File: config.mk
export PLATFORM = sky130hd
export DESIGN_NAME = uart_modem_ctl
export DESIGN_NICKNAME = d
export VERILOG_FILES = /design/src/rtl/uart_modem_pkg.sv /design/src/rtl/modem_ctl_reg.sv /design/src/rtl/modem_sync.sv /design/src/rtl/modem_change_det.sv /design/src/rtl/modem_flags.sv /design/src/rtl/uart_modem_ctl.sv
export SDC_FILE = /design/constraint.sdc
export NUM_CORES = 1
export LEC_CHECK = 0
export ABC_CLOCK_PERIOD_IN_PS = 1100
export BUFFER_PORTS_ARGS = -buffer_cell sky130_fd_sc_hd__clkbuf_2
export CAP_MARGIN = 20
export CORE_UTILIZATION = 40
export DETAILED_ROUTE_END_ITERATION = 10
export PLACE_DENSITY = 0.76
export SLEW_MARGIN = 20
export SYNTH_ARGS = -nofsm -noshare
export SYNTH_HDL_FRONTEND = slang
export SYNTH_HIERARCHICAL = 1
export SYNTH_SLANG_ARGS = --single-unit
export TNS_END_PERCENT = 100
File: constraint.sdc
create_clock -name clk -period 1.1 [get_ports clk]
set_clock_uncertainty 0.05 [all_clocks]
set_input_delay 0.22 -clock clk [delete_from_list [all_inputs] [get_ports clk]]
set_output_delay 0.22 -clock clk [all_outputs]
set_load 0.05 [all_outputs]
File: src/rtl/uart_modem_pkg.sv
// Package: shared constants and the control register layout for the
// modem handshake block. Assumes four status lines in a fixed index order.
package uart_modem_pkg;
    localparam int NUM_STAT   = 4;
    localparam int CTL_W      = 6;
    localparam int RDATA_W    = 2 * NUM_STAT;
    // Status line index order; the read data layout depends on it.
    localparam int IDX_CTS    = 0;
    localparam int IDX_DSR    = 1;
    localparam int IDX_RI     = 2;
    localparam int IDX_DCD    = 3;
    // Lines that only count a falling (trailing) transition.
    localparam logic [NUM_STAT-1:0] TRAIL_ONLY = 4'b0100;

    typedef struct packed {
        logic irq_en;
        logic loop_en;
        logic aux2;
        logic aux1;
        logic req_send;
        logic term_ready;
    } modem_ctl_t;
endpackage

File: src/rtl/modem_ctl_reg.sv
// modem_ctl_reg: holds the control register, drives the two external
// handshake pins (forced low in loop-test) and builds the internal
// loopback vector in status index order. Assumes a single write strobe.
module modem_ctl_reg
    import uart_modem_pkg::*;
(
    input  logic                clk,
    input  logic                rst_n,
    input  logic                wr,
    input  logic [CTL_W-1:0]    wdata,
    output modem_ctl_t          ctl_q,
    output logic                term_ready_o,
    output logic                req_send_o,
    output logic [NUM_STAT-1:0] loop_src
);
    // Control register capture.
    always_ff @(posedge clk) begin
        if (!rst_n) begin
            ctl_q <= '0;
        end else if (wr) begin
            ctl_q <= modem_ctl_t'(wdata);
        end
    end

    // External pins, held inactive during loop-test.
    always_comb begin
        term_ready_o = ctl_q.term_ready & ~ctl_q.loop_en;
        req_send_o   = ctl_q.req_send   & ~ctl_q.loop_en;
    end

    // Loopback routing of control bits onto the status indices.
    always_comb begin
        loop_src           = '0;
        loop_src[IDX_CTS]  = ctl_q.req_send;
        loop_src[IDX_DSR]  = ctl_q.term_ready;
        loop_src[IDX_RI]   = ctl_q.aux1;
        loop_src[IDX_DCD]  = ctl_q.aux2;
    end
endmodule

File: src/rtl/modem_sync.sv
// modem_sync: multi-stage flop synchronizer, one chain per bit.
// Assumes STAGES >= 2; the last stage is the stable level.
module modem_sync #(
    parameter int WIDTH  = 4,
    parameter int STAGES = 2
) (
    input  logic             clk,
    input  logic             rst_n,
    input  logic [WIDTH-1:0] d,
    output logic [WIDTH-1:0] q
);
    logic [STAGES-1:0][WIDTH-1:0] stg;

    // First stage samples the asynchronous inputs.
    always_ff @(posedge clk) begin
        if (!rst_n) stg[0] <= '0;
        else        stg[0] <= d;
    end

    // Remaining stages shift the sampled value along.
    for (genvar s = 1; s < STAGES; s++) begin : g_stage
        always_ff @(posedge clk) begin
            if (!rst_n) stg[s] <= '0;
            else        stg[s] <= stg[s-1];
        end
    end

    assign q = stg[STAGES-1];
endmodule

File: src/rtl/modem_change_det.sv
// modem_change_det: remembers the previous synchronized level of every
// line and reports a one-cycle event on a transition. Lines marked in
// TRAIL_MASK report only a 1-to-0 transition.
module modem_change_det #(
    parameter int               WIDTH      = 4,
    parameter logic [WIDTH-1:0] TRAIL_MASK = '0
) (
    input  logic             clk,
    input  logic             rst_n,
    input  logic [WIDTH-1:0] lvl,
    output logic [WIDTH-1:0] evt
);
    logic [WIDTH-1:0] prev_q;

    // Previous-level register.
    always_ff @(posedge clk) begin
        if (!rst_n) prev_q <= '0;
        else        prev_q <= lvl;
    end

    // Per-line event decode, trailing-only or any-change.
    for (genvar i = 0; i < WIDTH; i++) begin : g_line
        if (TRAIL_MASK[i]) begin : g_trail
            assign evt[i] = prev_q[i] & ~lvl[i];
        end else begin : g_any
            assign evt[i] = prev_q[i] ^ lvl[i];
        end
    end
endmodule

File: src/rtl/modem_flags.sv
// modem_flags: sticky change flags. A read clears them; an event in the
// same cycle wins over the clear so it is never lost.
module modem_flags #(
    parameter int WIDTH = 4
) (
    input  logic             clk,
    input  logic             rst_n,
    input  logic             clr,
    input  logic [WIDTH-1:0] evt,
    output logic [WIDTH-1:0] flags
);
    // Flag update: clear on read, then OR in new events.
    always_ff @(posedge clk) begin
        if (!rst_n) flags <= '0;
        else        flags <= (clr ? '0 : flags) | evt;
    end
endmodule

File: src/rtl/uart_modem_ctl.sv
// uart_modem_ctl: modem handshake control and status for a UART.
// Drives two handshake pins and samples four asynchronous status lines,
// with loop-test and a modem-status interrupt request.
// Assumes msr_rd is a single-cycle strobe from the register decode.
module uart_modem_ctl
    import uart_modem_pkg::*;
#(
    parameter int SYNC_STAGES = 2
) (
    input  logic         clk,
    input  logic         rst_n,
    input  logic         ctl_wr,
    input  logic [5:0]   ctl_wdata,
    input  logic         msr_rd,
    output logic [7:0]   msr_rdata,
    input  logic         cts_i,
    input  logic         dsr_i,
    input  logic         dcd_i,
    input  logic         ri_i,
    output logic         term_ready_o,
    output logic         req_send_o,
    output logic         irq_o
);
    modem_ctl_t          ctl_q;
    logic [NUM_STAT-1:0] loop_src;
    logic [NUM_STAT-1:0] ext_raw;
    logic [NUM_STAT-1:0] stat_raw;
    logic [NUM_STAT-1:0] stat_lvl;
    logic [NUM_STAT-1:0] stat_evt;
    logic [NUM_STAT-1:0] stat_flags;
    logic                loop_en;
    logic                irq_en;

    modem_ctl_reg u_ctl (
        .clk          (clk),
        .rst_n        (rst_n),
        .wr           (ctl_wr),
        .wdata        (ctl_wdata),
        .ctl_q        (ctl_q),
        .term_ready_o (term_ready_o),
        .req_send_o   (req_send_o),
        .loop_src     (loop_src)
    );

    assign loop_en = ctl_q.loop_en;
    assign irq_en  = ctl_q.irq_en;

    // Gather the external lines in status index order.
    always_comb begin
        ext_raw          = '0;
        ext_raw[IDX_CTS] = cts_i;
        ext_raw[IDX_DSR] = dsr_i;
        ext_raw[IDX_RI]  = ri_i;
        ext_raw[IDX_DCD] = dcd_i;
    end

    // Source select ahead of the synchronizer: loopback or pins.
    assign stat_raw = loop_en ? loop_src : ext_raw;

    modem_sync #(
        .WIDTH  (NUM_STAT),
        .STAGES (SYNC_STAGES)
    ) u_sync (
        .clk   (clk),
        .rst_n (rst_n),
        .d     (stat_raw),
        .q     (stat_lvl)
    );

    modem_change_det #(
        .WIDTH      (NUM_STAT),
        .TRAIL_MASK (TRAIL_ONLY)
    ) u_det (
        .clk   (clk),
        .rst_n (rst_n),
        .lvl   (stat_lvl),
        .evt   (stat_evt)
    );

    modem_flags #(
        .WIDTH (NUM_STAT)
    ) u_flags (
        .clk   (clk),
        .rst_n (rst_n),
        .clr   (msr_rd),
        .evt   (stat_evt),
        .flags (stat_flags)
    );

    // Status read data: levels high nibble, flags low nibble.
    assign msr_rdata = {stat_lvl, stat_flags};

    // Interrupt request from any pending flag when enabled.
    assign irq_o = irq_en & (|stat_flags);
endmodule

==> metrics.txt, run 1 <==
Antenna Cells=0; drt first-iter violations=0; nature of the critical path endpoint=primary output; first-pass iteration count of the detailed router=1; Yosys Warn Count=6; Multi-input gate area=367.9 µm²; CTS buffer count=3; worst hold path type=input port to flop; unique cell type count in the Yosys netlist=11; Final period util=141.5%; Main synth FF type=dfxtp_1; I/O Buffers=24; RR Endpoint=u_sync/stg[0]; Power per Cell Area=~1300 nW/µm²; nets@finish=117; vias in the first global route=around 590; slowest CP cell=o41a_4; largest vdd supply drop=0.8117 mV; final std cells w/o fill=between 100 and 150; dominant cells by area after synthesis=dfxtp_1, nor2b_1, and2_1, mux2i_1, buf_4; synth cell count leaders=dfxtp_1, nor2b_1, and2_1, buf_4, mux2i_1; Post-Syn Area=between 800 and 900 µm²; status=complete, but fails checks; failing checks=negative setup slack; Overall Power=between 1.5 and 2 mW; final hold vios=0; Synth area leader=dfxtp_1; max cap viols=0; fin. max-slew vios=0; hold_sp=ctl_wdata[3]; gpl congestion=0.6333; Leakage=between 0.5 and 0.6 nW; H-tree levels=1; Buf/Inv on CP=1; Ports=25; clk sinks=22; Tmin final=roughly 1600 ps; die height=about 48 µm; setup ws final=-456.9 ps; Post-Route Utilization=63.58%; met3 Track Usage GR=roughly 3.4%; reg2reg path depth=3; placed cells=120; Total Routing Usage GR=15.67%; Initial Utilization=between 40% and 50%; Worst-Skew Late Latency=300 ps; post-route ant nets=0; gr busiest metal=met2; die area=2292 µm²; syn nets=88; met1 usage=between 10% and 20%; Worst path max stage delay=slightly below 500 ps; fmax=roughly 0.64 GHz; final wirelength=between 1.5 and 2 mm; clock root buffer=clkbuf_4; Synth top area share=a little over half; area grow syn2layout=48.14%; crit path DAT=~1300 ps; Vias per Instance=around 4.4; initial antenna violation count=0; Setup Total Neg Slack=-1194 ps; worst reg2reg setup slack=-30 ps; Yosys reg bits=22; RSZ-0062 raised after global routing=true; Max transition margin=between 70 and 80%; clock-pin slew on the worst setup and hold paths=between 100 and 150 ps; filler cell count=approximately 180; top cell family by delay on the critical path=compound AO/OA/AOI/OAI gates; Setup crit start=u_flags/flags[1]; worst-path fanout max=2; Crit Path Category=flop to primary output; layout cells sized above 1=between 50% and 60%; setup violators final=9; critical path required time=just over 800 ps; Slew @ Worst Pin=roughly 330 ps; largest net degree at the start of global routing=23; Critical Path Start Type=flop; grt ovf=0; DR vias=about 570; count leader, synth=dfxtp_1; Die X=about 48 µm; Cells after Synth=between 70 and 80; met2 Use GR=~28%; CORE AREA=1962 µm²; WL per Instance=~13 µm; num rows=16; TritonCTS clock tree=built; dpl hpwl=around 910 µm; Hold Path End=u_ctl/ctl_q[3]; worst path cell trace=o41a_4 -> buf_8; first-pass GRT wire length=2.387 mm; register area=456.7 µm²; Post-route DRC=0; Bufs on Longest Clock Path=2; Mapped Avg Cell Area=~11 µm²; ys async rst share=0%; reg-to-reg startpoint=u_ctl/ctl_q[4]; Hold Path Cell Cnt=3; Post-synth EDFFs=0; sequential share of the synthesized area=52.30%
tightest hold or removal path: stages:
cell and delay [ps]:
clkbuf_2 70, mux2i_1 50, nor2b_1 90
registers in the layout (all words and copies together) (netlist names):
| name | cells |
|---|---|
| u_ctl/ctl_q | 6 |
| u_det/prev_q | 4 |
| u_flags/flags | 4 |
| u_sync/q | 4 |
| u_sync/stg | 4 |
worst max path at each step:
stage | end | cells after the start
2_1_floorplan | req_send_o | 1
3_3_place_gp | irq_o | 2
3_5_place_dp | irq_o | 2
4_1_cts | irq_o | 2
5_1_grt | irq_o | 2
6_report | irq_o | 2
cells in the final DEF, fill, tap and decap left out, types with 3 or more instances in the layout:
cell and instances:
and2_1 9, clkbuf_4 3, o21a_1 4, buf_4 5, dfxtp_2 10, clkbuf_2 13
mux2i_1 6, clkbuf_16 4, dfxtp_1 11, buf_6 4, nor2b_1 11, buf_8 7
xor2_1 3
power breakdown:
part           internal, mW  switching [mW]
Sequential            0.840          0.0284
Clock                 0.202           0.228
Combinational         0.166           0.136
area by class of cell:
class	instances	area share, %
clock buffers	4	2.909
multi-input cells	43	29.49
flip-flops and latches	22	36.61
well taps	27	2.708
repair buffers	33	28.28
per-stage QoR:
step	setup slack (ps)	instance area (µm²)	hold WS (ps)
floorplan	-232.2	854.6	287.5
detailed placement	-177.1	967.2	367.9
global placement	-174.0	967.2	362.9
finish	-456.9	1247	117.0
CTS	-466.6	1231	118.4
global route	-499.9	1247	129.8
layer usage:
metal / routed length (µm) / vias up
met2: 844 / 20
li1: - / 286
met1: 689 / 260
met5: 0 / -
met4: 9 / 0
met3: 74 / 2
cells by family after synthesis:
group / count (synthesis) / share of synthesized area, %
simple gates: 25 / 18.72
flops: 22 / 52.30
mux: 10 / 12.48
buf+inv: 9 / 8.470
compound gates: 5 / 4.903
xor+xnor: 3 / 3.121
timing repair:
| action | in CTS | in global routing |
|---|---|---|
| setup endpoints to repair | 15 | 13 |
| resized for setup | 43 | 15 |
| endpoints found under the hold margin | 0 | 0 |
| hold buffers | 0 | 0 |
| buffers inserted | 6 | 2 |
| pin swaps | 0 | 1 |
Note: power is estimated with default switching activity, not from simulation.
==> inputs of run 2 (changes only) <==
CORE_UTILIZATION = 43   (was 40)
PLACE_DENSITY = 0.8   (was 0.76)
RECOVER_POWER = 100   (was unset)
==> run 2 against run 1 <==
The run still ends with negative setup slack left. Sequential power about the same. Combinational power barely moved. Clock-buffer cell count fell by 1. Setup slack worse by 32 ps. Via count rose by 3.3%. Non-clock buffer count is the same.
==> metrics.txt, run 2 (same netlist as run 1, synthesis figures left out) <==
status=complete, but fails checks; failing checks=negative setup slack; critical path required time=830 ps (about the same); num rows=15 (-1); top sig layer=met4; metal1 wirelength=624 µm (-9.4%); area grow syn2layout=48.14% (unchanged); Crit Path Category=flop to primary output; largest net degree at the start of global routing=23 (unchanged); Initial Utilization=47.23% (+4.3 points); max cap viols=0 (unchanged); DR vias=587 (+3.3%); reg-to-reg startpoint=u_ctl/ctl_q[4]; Ports=25 (unchanged); Hold Path Cell Cnt=3 (unchanged); Worst-Skew Late Latency=300 ps (about the same); die height=46.25 µm (-3.4%); RR Endpoint=u_sync/stg[1]; commonest non-fill, non-tap cell in the layout=dfxtp_1; top cell family by delay on the critical path=compound AO/OA/AOI/OAI gates; clock-pin slew on the worst setup and hold paths=120 ps (about the same); setup violators final=14 (+5); Post-route DRC=0 (unchanged); largest vdd supply drop=0.9135 mV (+13%); filler cell count=141 (-22%); die area=2139 µm² (-6.7%); nets@finish=117 (unchanged); Vias per Instance=4.622 (+5.0%); final hold vios=0 (unchanged); Setup Total Neg Slack=-1983 ps (-789.2 ps); final wirelength=1.618 mm (about the same); Worst path max stage delay=480 ps (about the same); clock root buffer=clkbuf_4; Slew @ Worst Pin=321.9 ps (-12.29 ps); hold_sp=ctl_wdata[1]; Max transition margin=78.54% (+0.82 points); Tmin final=1589 ps (+31.89 ps); Final period util=144.4% (+2.9 points); Antenna Cells=0 (unchanged); Hold Path End=u_ctl/ctl_q[1]; gpl congestion=0.6391 (+0.92%); slowest CP cell=o41a_4; post-route cell area=1247 µm² (unchanged); post-route ant nets=0 (unchanged); met2 WL=899 µm (+6.5%); max FFs per register=6 (unchanged); placed cells=117 (-2.5%); clk sinks=22 (unchanged); dpl hpwl=979.5 µm (+7.2%); CORE AREA=1783 µm² (-9.1%); Overall Power=1.777 mW (+11%); layout cells sized above 1=46.08% (-11 points); first-pass GRT wire length=2.435 mm (+2.0%); fmax=0.6294 GHz (-2.0%); CTS buffer count=3 (unchanged); crit path DAT=1320 ps (+30 ps); vias in the first global route=564 (-4.2%); Die X=46.25 µm (-3.4%); first-pass iteration count of the detailed router=4 (+3); Placed Area=957.2 µm² (-1.0%); Critical Path Start Type=flop; fin. max-slew vios=0 (unchanged); Largest Register=u_ctl/ctl_q; Total Routing Usage GR=17.18% (+1.5 points); I/O Buffers=24 (unchanged); grt ovf=0 (unchanged); met3 WL post-DR=67 µm (-9.5%); Bufs on Longest Clock Path=2 (unchanged); worst-path fanout max=2 (unchanged); final std cells w/o fill=127 (-1.6%); reg2reg path depth=3 (unchanged); drt first-iter violations=1 (+1); setup ws final=-488.8 ps (-31.89 ps); Leakage=0.5724 nW (-0.45%); TritonCTS clock tree=built; initial antenna violation count=0 (unchanged); Power per Cell Area=1425 nW/µm² (+11%); RSZ-0062 raised after global routing=true; worst path cell trace=o41a_4 -> clkbuf_16; worst reg2reg setup slack=-170 ps (-140 ps); worst hold slack=112.3 ps (-4.770 ps); nature of the critical path endpoint=primary output; Buf/Inv on CP=1 (unchanged); H-tree levels=1 (unchanged); cts hold-fix bufs=0 (unchanged); WL per Instance=12.74 µm (+1.6%); worst hold path type=input port to flop; most frequent cells in the layout=dfxtp_1, clkbuf_2, nor2b_1
==> run 2: changes by cell type in the layout (fill, tap and decap cells not counted), sizes merged <==
cell | previous run | this run
bufinv | 0 | 1
clkbuf | 21 | 23
buf | 16 | 13
==> run 2: worst max path at each step <==
stage                     startpoint          to  slack (ps)  depth (start not counted)
floorplan             u_ctl/ctl_q[4]  req_send_o        -230                          1
global placement    u_flags/flags[2]       irq_o        -170                          2
detailed placement  u_flags/flags[2]       irq_o        -190                          2
CTS                 u_flags/flags[1]       irq_o        -500                          2
global route        u_flags/flags[1]       irq_o        -530                          2
finish              u_flags/flags[1]       irq_o        -490                          2
==> run 2: area by class of cell <==
type / instances / area (µm²) / area share, %
clock buffer: 3 / 22.52 / 1.805
clock inverter: 1 / 30.03 / 2.407
multi-input combinational: 43 / 375.4 / 30.09
sequential: 22 / 446.7 / 35.81
tap: 25 / 31.28 / 2.508
timing repair buffer: 33 / 341.6 / 27.38
==> run 2: worst reg2reg max path: stages, from the launching register on <==
cell	delay (ps)
dfxtp_1	510
buf_6	170
mux2_4	290
and2_1	150
==> run 2: where the power goes <==
part           leakage [nW]  switching (mW)  internal [mW]
sequential            0.182          0.0287          0.837
combinational         0.362           0.138          0.164
clock                0.0279           0.241          0.369
==> run 2: repair_timing <==
item	in CTS	in global routing
hold endpoints to repair	0	0
setup buffers	6	2
pin swaps	1	0
setup endpoints to repair	15	15
resized for setup	45	14
==> run 2: through the flow <==
step / setup WS (ps) / utilization (%)
floorplan: -232.2 / -
global placement: -173.8 / 53.68
detailed placement: -193.6 / 53.68
CTS: -502.7 / 69.33
global route: -531.2 / 69.96
finish: -488.8 / 69.96
==> run 2: per-layer routing <==
metal,global-route usage [%],vias to the layer above
li1,-,286
met1,16.71,275
met2,32.11,22
met3,5.098,4
met4,8.824,0
met5,0,-
==> inputs of run 3 (changes only) <==
SYNTH_HIERARCHICAL = unset   (was 1)
==> run 3 against run 2 <==
The run still ends with negative setup slack left. Cell area shrank 0.70%. Non-clock buffer count stayed put. Highest routed layer unchanged. Combinational power fell by 4%. Largest power group unchanged. Critical endpoint unchanged.
==> metrics.txt, run 3 <==
status=complete, but fails checks; failing checks=negative setup slack; largest net degree at the start of global routing=23 (unchanged); clock root buffer=clkbuf_4; hold_sp=dcd_i; most frequent cells in the layout=clkbuf_2, dfxtp_1, mux2i_1, nor2b_1; clock-pin slew on the worst setup and hold paths=110 ps (about the same); gr busiest metal=met2; drt first-iter violations=2 (+1); first-pass iteration count of the detailed router=2 (-2); critical path required time=830 ps (about the same); Synth area leader=dfxtp_1; met1 usage=16.95% (+0.25 points); Ports=25 (unchanged); nature of the critical path endpoint=primary output; Post-Syn Area=823.3 µm² (-2.2%); CORE AREA=1764 µm² (-1.1%); num rows=15 (unchanged); max FFs per register=6 (unchanged); Crit Path Category=flop to primary output; Main synth FF type=dfxtp_1; Mapped Avg Cell Area=11.28 µm² (-0.89%); area grow syn2layout=50.46%; cts hold-fix bufs=0 (unchanged); crit path DAT=1290 ps (-30 ps); H-tree levels=1 (unchanged); max cap viols=0 (unchanged); Leakage=0.5303 nW (-7.4%); Setup crit start=u_flags.flags[3]; Antenna Cells=0 (unchanged); largest vdd supply drop=0.8503 mV (-6.9%); TritonCTS clock tree=built; final wirelength=1.407 mm (-13%); Critical Path Start Type=flop; nets@finish=117 (unchanged); sequential share of the synthesized area=53.50% (+1.2 points); I/O Buffers=24 (unchanged); Bufs on Longest Clock Path=2 (unchanged); grt ovf=0 (unchanged); filler cell count=154 (+9.2%); fmax=0.6392 GHz (+1.6%); dominant cells by area after synthesis=dfxtp_1, mux2i_1, nor2b_1, and2_1, buf_4; ys async rst share=0% (unchanged); unique cell type count in the Yosys netlist=11 (unchanged); Post-synth EDFFs=0 (unchanged); final hold vios=0 (unchanged); Largest Register=u_ctl.ctl_q; pre-CTS WS=-204.6 ps (-10.93 ps); syn nets=87 (-1.1%); slowest CP cell=o41a_4; clk sinks=22 (unchanged); worst hold path type=input port to flop; layout cells sized above 1=49.02% (+2.9 points); worst hold slack=130.2 ps (+17.93 ps); synth cell count leaders=dfxtp_1, nor2b_1, mux2i_1, and2_1; RSZ-0062 raised after global routing=true; Final period util=142.2% (-2.2 points); Max transition margin=79.53% (+0.98 points); DR vias=568 (-3.2%); Total Routing Usage GR=15.73% (-1.4 points); CTS buffer count=3 (unchanged); Worst-Skew Late Latency=290 ps (about the same); met2 Use GR=29.43% (-2.7 points); Worst path max stage delay=490 ps (about the same); Yosys Warn Count=0 (-6); count leader, synth=dfxtp_1; register area=462.9 µm² (+3.6%); WL per Instance=11.08 µm (-13%); gpl congestion=0.6454 (+0.99%); reg-to-reg startpoint=u_ctl.ctl_q[4]; Setup Total Neg Slack=-1071 ps (+911.9 ps); setup ws final=-464.5 ps (+24.29 ps); Cells after Synth=73 (-1.4%); Slew @ Worst Pin=307.1 ps (-14.73 ps); setup violators final=8 (-6); Tmin final=1564 ps (-24.29 ps); initial antenna violation count=0 (unchanged); Multi-input gate area=349.1 µm² (-7.0%); first-pass GRT wire length=2.277 mm (-6.5%); die height=45.76 µm (-1.1%); worst-path fanout max=2 (unchanged); Synth top area share=53.50% (+1.2 points); Initial Utilization=46.67% (-0.56 points); Post-Route Utilization=70.21% (+0.25 points); post-route ant nets=0 (unchanged); Power per Cell Area=1268 nW/µm² (-11%); commonest non-fill, non-tap cell in the layout=clkbuf_2; worst path cell trace=o41a_4 -> clkbuf_16; die area=2094 µm² (-2.1%); fin. max-slew vios=0 (unchanged); met3 Track Usage GR=2.778% (-2.3 points); Die X=45.76 µm (-1.1%); Yosys reg bits=22 (unchanged); dpl hpwl=978.5 µm (-0.10%); vias in the first global route=550 (-2.5%); Vias per Instance=4.472 (-3.2%); Post-route DRC=0 (unchanged)
-- run 3: changes by cell type in the layout (fill, tap and decap cells not counted), sizes merged, moves of 2 or more --
cell and change:
a21boi +4, buf +2, nand2b +5, o21a -4
xor2 -3, and2 -4, xnor2 +3, mux2i +4
mux2 -4
-- run 3: stage by stage --
| step | area (µm²) | cells | power [mW] |
|---|---|---|---|
| final | 1239 | 127 | 1.570 |
| after CTS | 1212 | 125 | 1.581 |
| after global placement | 992.2 | 120 | 1.094 |
| after detailed placement | 992.2 | 120 | 1.101 |
| after floorplan | 854.6 | 73 | 1.045 |
| after global routing | 1239 | 127 | 1.647 |
-- run 3: report_power, final --
group	internal (mW)	switching [mW]	leakage, nW
registers	0.834	0.0274	0.186
clock network	0.201	0.216	0.0210
logic	0.158	0.133	0.323
total	1.19	0.377	0.530
-- run 3: kinds of logic (layout without fill, tap and decap cells) --
kind of cell           count (synthesis)  after routing  share of synthesized area (%)
AND/OR/NAND/NOR                       25             25                          19.00
flip-flops                            22             22                          53.50
XOR/XNOR                               3              3                          3.192
multiplexers                          10             10                          12.16
AO/OA/AOI/OAI                          5              5                          5.015
buffers and inverters                  8             37                          7.143
-- run 3: area by class of cell --
cell class | instances | share of cell area, %
sequential | 22 | 37.37
tap | 25 | 2.525
timing repair buffer | 33 | 28.99
clock buffer | 4 | 2.929
multi-input combinational | 43 | 28.18
-- run 3: worst max-delay path, delay by kind of cell, from the launching register on --
family          cells  cell delay, ps
compound gates      1             490
flops               1             340
buf+inv             1             180
-- run 3: what timing repair did --
action	4_1_cts	5_1_grt
cloned	0	0
gates resized for setup	39	9
endpoints found under the setup margin	11	11
hold endpoints to repair	0	0
setup buffers	1	3
pin swaps	1	0
-- run 3: worst paths after layout --
path	end	slack, ps	depth (start not counted)
worst max-delay path	irq_o	-460	2
worst max register to register	u_sync.stg[3]	180	3
worst min register to register	u_sync.q[1]	390	1
worst min-delay path	u_sync.stg[3]	130	3
-- run 3: metal layers --
layer | vias to the layer above | part of all wire [%]
met3 | 2 | 3.8
met2 | 21 | 54
li1 | 287 | -
met1 | 258 | 42
met4 | 0 | 0.43
met5 | - | 0
